<file path="config.mk">
export PLATFORM = sky130hd
export DESIGN_NAME = sdram_pwrup_seq
export DESIGN_NICKNAME = d
export VERILOG_FILES = /design/src/rtl/sdram_pwrup_pkg.sv /design/src/rtl/sdram_pwrup_timer.sv /design/src/rtl/sdram_pwrup_cmd_drive.sv /design/src/rtl/sdram_pwrup_seq.sv
export SDC_FILE = /design/constraint.sdc
export NUM_CORES = 1
export LEC_CHECK = 0
export CORE_MARGIN = 8
export CORE_UTILIZATION = 55
export CTS_BUF_LIST = sky130_fd_sc_hd__clkbuf_16
export CTS_CLUSTER_DIAMETER = 60
export DETAILED_ROUTE_END_ITERATION = 8
export PLACE_DENSITY = 0.81
export SYNTH_ARGS = -nofsm -noshare
export SYNTH_HDL_FRONTEND = slang
export SYNTH_HIERARCHICAL = 1
export SYNTH_SLANG_ARGS = --single-unit
</file>
<file path="constraint.sdc">
create_clock -name clk -period 4.5 [get_ports clk]
set_input_delay 1.125 -clock clk [delete_from_list [all_inputs] [get_ports clk]]
set_output_delay 1.125 -clock clk [all_outputs]
set_load 0.05 [all_outputs]
</file>
<file path="src/rtl/sdram_pwrup_pkg.sv">
package sdram_pwrup_pkg;

  typedef enum logic [2:0] {
    OP_NOP,
    OP_PREALL,
    OP_REFRESH,
    OP_MODE,
    OP_EXTMODE
  } op_e;

  localparam logic [3:0] CMD_NOP = 4'b0111;
  localparam logic [3:0] CMD_PRE = 4'b0010;
  localparam logic [3:0] CMD_REF = 4'b0001;
  localparam logic [3:0] CMD_MRS = 4'b0000;

  localparam logic [1:0] BANK_MODE = 2'b00;
  localparam logic [1:0] BANK_EXT  = 2'b10;

  function automatic logic [2:0] burst_code(input int len);
    case (len)
      2:       return 3'b001;
      8:       return 3'b011;
      16:      return 3'b100;
      default: return 3'b010;
    endcase
  endfunction

  function automatic logic [6:0] mode_word(input int len, input bit interleave, input int cas);
    logic [2:0] lat;
    lat = (cas == 2) ? 3'b010 : 3'b011;
    return {lat, interleave, burst_code(len)};
  endfunction

  function automatic logic [2:0] pasr_code(input int fraction);
    case (fraction)
      2:       return 3'b001;
      4:       return 3'b010;
      default: return 3'b000;
    endcase
  endfunction

  function automatic int max4(input int a, input int b, input int c, input int d);
    int m;
    m = a;
    if (b > m) m = b;
    if (c > m) m = c;
    if (d > m) m = d;
    return m;
  endfunction

endpackage

</file>
<file path="src/rtl/sdram_pwrup_timer.sv">
module sdram_pwrup_timer #(
  parameter int W         = 16,
  parameter int RESET_VAL = 0
) (
  input  logic         clk,
  input  logic         rst_n,
  input  logic         load,
  input  logic [W-1:0] load_val,
  output logic         zero
);
  logic [W-1:0] cnt_q;

  always_ff @(posedge clk or negedge rst_n) begin
    if (!rst_n)            cnt_q <= W'(RESET_VAL);
    else if (load)         cnt_q <= load_val;
    else if (cnt_q != '0)  cnt_q <= cnt_q - 1'b1;
  end

  assign zero = (cnt_q == '0);
endmodule

</file>
<file path="src/rtl/sdram_pwrup_cmd_drive.sv">
module sdram_pwrup_cmd_drive
  import sdram_pwrup_pkg::*;
#(
  parameter int                ADDR_W    = 12,
  parameter logic [ADDR_W-1:0] MODE_ADDR = '0,
  parameter logic [ADDR_W-1:0] EXT_ADDR  = '0
) (
  input  logic              clk,
  input  logic              rst_n,
  input  op_e               op,
  output logic [3:0]        cmd,
  output logic [1:0]        ba,
  output logic [ADDR_W-1:0] addr
);
  localparam logic [ADDR_W-1:0] ALL_BANKS = ADDR_W'(1) << 10;

  always_ff @(posedge clk or negedge rst_n) begin
    if (!rst_n) begin
      cmd  <= CMD_NOP;
      ba   <= '0;
      addr <= '0;
    end else begin
      case (op)
        OP_PREALL:  begin cmd <= CMD_PRE; ba <= '0;        addr <= ALL_BANKS; end
        OP_REFRESH: begin cmd <= CMD_REF; ba <= '0;        addr <= '0;        end
        OP_MODE:    begin cmd <= CMD_MRS; ba <= BANK_MODE; addr <= MODE_ADDR; end
        OP_EXTMODE: begin cmd <= CMD_MRS; ba <= BANK_EXT;  addr <= EXT_ADDR;  end
        default:    begin cmd <= CMD_NOP; ba <= '0;        addr <= '0;        end
      endcase
    end
  end
endmodule

</file>
<file path="src/rtl/sdram_pwrup_seq.sv">
module sdram_pwrup_seq
  import sdram_pwrup_pkg::*;
#(
  parameter int ADDR_W           = 12,
  parameter int T_STABLE_CYC     = 25000,
  parameter int T_RP_CYC         = 3,
  parameter int T_RFC_CYC        = 10,
  parameter int T_MRD_CYC        = 2,
  parameter int N_REFRESH        = 2,
  parameter int BURST_LEN        = 4,
  parameter bit BURST_INTERLEAVE = 1'b0,
  parameter int CAS_LAT          = 3,
  parameter int ARRAY_FRACTION   = 1,
  parameter bit EXT_FIRST        = 1'b0
) (
  input  logic              clk,
  input  logic              rst_n,
  output logic              cke_o,
  output logic [3:0]        cmd_o,
  output logic [1:0]        ba_o,
  output logic [ADDR_W-1:0] addr_o,
  output logic              init_done_o
);
  localparam int CNT_W = $clog2(max4(T_STABLE_CYC, T_RP_CYC, T_RFC_CYC, T_MRD_CYC) + 1);
  localparam int REF_W = $clog2(N_REFRESH + 1);
  localparam logic [ADDR_W-1:0] MODE_ADDR =
    ADDR_W'(mode_word(BURST_LEN, BURST_INTERLEAVE, CAS_LAT));
  localparam logic [ADDR_W-1:0] EXT_ADDR = ADDR_W'(pasr_code(ARRAY_FRACTION));

  typedef enum logic [2:0] {
    PH_SETTLE, PH_REFRESH, PH_REG_A, PH_REG_B, PH_FINISH, PH_IDLE
  } phase_e;

  phase_e             ph_q, ph_d;
  logic [REF_W-1:0]   refs_q, refs_d;
  logic               done_q, cke_q;
  op_e                op;
  op_e                first_op, second_op;
  logic               load;
  logic [CNT_W-1:0]   load_val;

  // internal events brought out for the checker
  logic               wait_over;
  logic               done_set;

  generate
    if (EXT_FIRST) begin : g_ext_first
      assign first_op  = OP_EXTMODE;
      assign second_op = OP_MODE;
    end else begin : g_mode_first
      assign first_op  = OP_MODE;
      assign second_op = OP_EXTMODE;
    end
  endgenerate

  sdram_pwrup_timer #(
    .W         (CNT_W),
    .RESET_VAL (T_STABLE_CYC - 1)
  ) u_timer (
    .clk      (clk),
    .rst_n    (rst_n),
    .load     (load),
    .load_val (load_val),
    .zero     (wait_over)
  );

  always_comb begin
    ph_d     = ph_q;
    refs_d   = refs_q;
    op       = OP_NOP;
    load     = 1'b0;
    load_val = '0;
    done_set = 1'b0;
    if (wait_over) begin
      case (ph_q)
        PH_SETTLE: begin
          op       = OP_PREALL;
          load     = 1'b1;
          load_val = CNT_W'(T_RP_CYC - 1);
          ph_d     = PH_REFRESH;
        end
        PH_REFRESH: begin
          op       = OP_REFRESH;
          load     = 1'b1;
          load_val = CNT_W'(T_RFC_CYC - 1);
          if (refs_q == REF_W'(N_REFRESH - 1)) ph_d = PH_REG_A;
          else refs_d = refs_q + 1'b1;
        end
        PH_REG_A: begin
          op       = first_op;
          load     = 1'b1;
          load_val = CNT_W'(T_MRD_CYC - 1);
          ph_d     = PH_REG_B;
        end
        PH_REG_B: begin
          op       = second_op;
          load     = 1'b1;
          load_val = CNT_W'(T_MRD_CYC - 1);
          ph_d     = PH_FINISH;
        end
        PH_FINISH: begin
          done_set = 1'b1;
          ph_d     = PH_IDLE;
        end
        default: ;
      endcase
    end
  end

  always_ff @(posedge clk or negedge rst_n) begin
    if (!rst_n) begin
      ph_q   <= PH_SETTLE;
      refs_q <= '0;
      done_q <= 1'b0;
      cke_q  <= 1'b0;
    end else begin
      ph_q   <= ph_d;
      refs_q <= refs_d;
      cke_q  <= 1'b1;
      if (done_set) done_q <= 1'b1;
    end
  end

  sdram_pwrup_cmd_drive #(
    .ADDR_W    (ADDR_W),
    .MODE_ADDR (MODE_ADDR),
    .EXT_ADDR  (EXT_ADDR)
  ) u_drive (
    .clk   (clk),
    .rst_n (rst_n),
    .op    (op),
    .cmd   (cmd_o),
    .ba    (ba_o),
    .addr  (addr_o)
  );

  assign cke_o       = cke_q;
  assign init_done_o = done_q;
endmodule

</file>
==> flow_metrics.tcl <==
set metrics [dict create \
    peakVddDrop_mv 0.300 \
    hold_path.class "reg2reg" \
    drt-vias-per-instance 5.29 \
    drive_above_1_share_pct 17.3 \
    r2r_setup_slack_ns 1.44 \
    clock_sinks 28 \
    setup_tns_ns 0 \
    holdBufCountCts 0 \
    cts_buffer_depth 2 \
    numCtsBuffers 3 \
    cts_tree "built" \
    num_io_pins 22 \
    finalNonFillerCells 193 \
    clock_latency_ns 0.26 \
    antenna_found_initial 0 \
    hold_viol 0 \
    yosysUniqueCellTypes 43 \
    final_net_count 167 \
    grt_util_met1_pct 14.6 \
    postLayoutCoreUtil_pct 64.7 \
    gp_congestion 0.850 \
    drtPass1Iterations 4 \
    syn_to_final_growth_pct 14.2 \
    cp.arrival_ns 3.21 \
    yosysWarnings 6 \
    startpoint "u_timer/cnt_q[0]$_DFFE_PN1P_" \
    finalCritPeriodShare_pct 68.0 \
    cellLeakagePower_nw 0.772 \
    fmax_ghz 0.327 \
    grt_start_max_net_pins 27 \
    start_kind "flip-flop" \
    finalSetupViolCount 0 \
    r2r_cells 9 \
    postSynthAreaPerCell_um2 10.6 \
    grt_util_met3_pct 3.07 \
    synth_area_um2 1520 \
    crit_type "reg2reg" \
    cts_max_level 1 \
    crit_path_end "u_drive/addr[5]$_DFF_PN0_" \
    critical_path.max_stage_delay_ns 0.79 \
    ant_nets 0 \
    r2r-end "u_drive/addr[5]$_DFF_PN0_" \
    fillers 217 \
    fin_crit_ns 3.06 \
    drt_first_iter_violations 8 \
    post_cts_buffers 0 \
    path_cells "inv_1 > ha_1 > or4b_1 > nor4b_4 > nand2b_4 > inv_4 > and3_2 > inv_1 > and3_2" \
    skew_ns 0.00372 \
    hpwl_um 1880 \
    grt_overflow 0 \
    slew_violations 0 \
    n_antenna_cell 0 \
    place_inst 189 \
    grt_pass1_wl_um 4410 \
    slowest_stage "nor4b_4" \
    core-area_um2 2690 \
    cts_resized 0 \
    slew_headroom_pct 28.4 \
    placement_rows 19 \
    start_util_pct 56.6 \
    end_kind "flip-flop" \
    num_vias 1021 \
    cts.clk_slew.worst_paths_ns 0.06 \
    reg2reg_from "u_timer/cnt_q[0]$_DFFE_PN1P_" \
    drt-total-wl_um 2580 \
    cp.required_ns 4.65 \
    maxCapViolCount 0 \
    io_buffers 11 \
    die_w_um 68.6 \
    tightest_slew_ns 1.07 \
    global_route.usage.met2_pct 20.2 \
    p_per_area_nw_per_um2 310 \
    path_max_fanout 26 \
    drc 0 \
    wl_per_cell_um 13.4 \
    busiest_layer "met2" \
    status "finished clean" \
    synth_cells 143 \
    grt_usage_pct 12.2 \
    synth_seq_area_share_pct 47.0 \
    cts-root-buf "clkbuf_16" \
    rsz0062_at_grt "false" \
    die_height_um 68.6 \
    ys.flop_type "dfrtp_1" \
    grt_pass1_vias 1017 \
    dieArea_um2 4710 \
    synth_edf_count 0 \
    async_flop_share_pct 100 \
    synth-seq-cells 28 \
]
==> state kept, by name, summed over array words and instances (netlist names) <==
register and flops:
refs_q 2, u_timer/cnt_q 15, u_drive/ba 1, u_drive/addr 2, cke_o 1, ph_q 3
init_done_o 1, u_drive/cmd 3
==> where the power goes <==
part           leakage, nW  total (mW)  switching, mW  internal [mW]
clock network       0.0511       0.256         0.0792          0.177
registers            0.324       0.253      0.0000952          0.253
logic                0.397      0.0293         0.0266        0.00268
total                0.772       0.538          0.106          0.432
==> stage by stage <==
stage	hold slack (ns)	setup slack [ns]	area, um^2	power (mW)
2_1_floorplan	0.451	1.80	1600	0.285
3_3_place_gp	0.460	1.60	1630	0.286
3_5_place_dp	0.454	1.46	1630	0.286
4_1_cts	0.470	1.44	1740	0.545
5_1_grt	0.486	1.25	1740	0.558
6_report	0.465	1.44	1740	0.538
==> worst min path at each step <==
stage                                       start                 endpoint  slack (ns)  depth (start not counted)
after floorplan             refs_q[0]$_DFFE_PN0P_    refs_q[0]$_DFFE_PN0P_        0.45                          1
after global placement    init_done_o$_DFFE_PN0P_  init_done_o$_DFFE_PN0P_        0.46                          1
after detailed placement  init_done_o$_DFFE_PN0P_  init_done_o$_DFFE_PN0P_        0.45                          1
after CTS                 init_done_o$_DFFE_PN0P_  init_done_o$_DFFE_PN0P_        0.47                          1
after global routing      init_done_o$_DFFE_PN0P_  init_done_o$_DFFE_PN0P_        0.49                          1
final                     init_done_o$_DFFE_PN0P_  init_done_o$_DFFE_PN0P_        0.46                          1
==> synth_stat cells (3+ instances only) <==
library cell	instances	area, um^2
nand2_1	7	26.3
inv_1	5	18.8
conb_1	3	11.3
dfrtp_1	17	425
nor3_1	6	30.0
xnor2_1	5	43.8
nor2_1	11	41.3
xor2_1	8	70.1
o21ai_0	3	15.0
o31ai_1	4	30.0
buf_4	13	97.6
clkbuf_1	3	11.3
or4_1	4	30.0
a21oi_1	3	15.0
dfstp_2	11	289
a22o_1	8	70.1
==> critical path, delay by kind of cell (launching register included) <==
family        cells  cell delay (ns)
flops             1             0.37
simple gates      5             1.95
fa+ha+maj         1             0.20
buf+inv           3             0.42
==> kinds of logic (layout without fill, tap and decap cells) <==
logic type                 after synthesis  after routing  share of synthesized area [%]
and+or+nand+nor                         45             45                           19.2
DFF                                     28             28                           47.0
muxes                                    2              2                           1.40
adders and majority gates                2              2                           1.64
AOI/OAI and AO/OA                       26             26                           12.5
other                                    3             23                          0.740
xor gates and xnor gates                13             13                           7.48
buffers and inverters                   24             23                           10.0
==> final cells by class <==
class | instances | area (um^2) | area share, %
tap | 31 | 38.8 | 2.23
timing repair buffer | 13 | 125 | 7.20
clock inverter | 1 | 30.0 | 1.73
clock buffer | 3 | 75.1 | 4.32
inverter | 6 | 25.0 | 1.44
sequential | 28 | 714 | 41.1
multi-input combinational | 111 | 729 | 42.0
==> placed cells by master (no fill, tap or decap), types with 2 or more instances in the layout <==
master and n:
a21oi_1 3, a22o_1 8, and3_2 2, buf_4 2, clkbuf_16 3, clkdlybuf4s50_1 11
conb_1 23, dfrtp_1 17, dfstp_2 11, ha_1 2, inv_1 5, nand2_1 7
nor2_1 11, nor3_1 6, nor3b_1 2, o21ai_0 3, o21ai_1 2, o31ai_1 4
or3_1 2, or4_1 4, xnor2_1 5, xor2_1 8
==> per-layer routing <==
layer	share of wire, %	wire length [um]	vias to the layer above
met5	0	0	-
met4	1.7	43	0
met3	5.5	141	5
met2	48	1250	20
met1	44	1150	495
li1	-	-	501
Note: power is estimated with default switching activity, not from simulation.
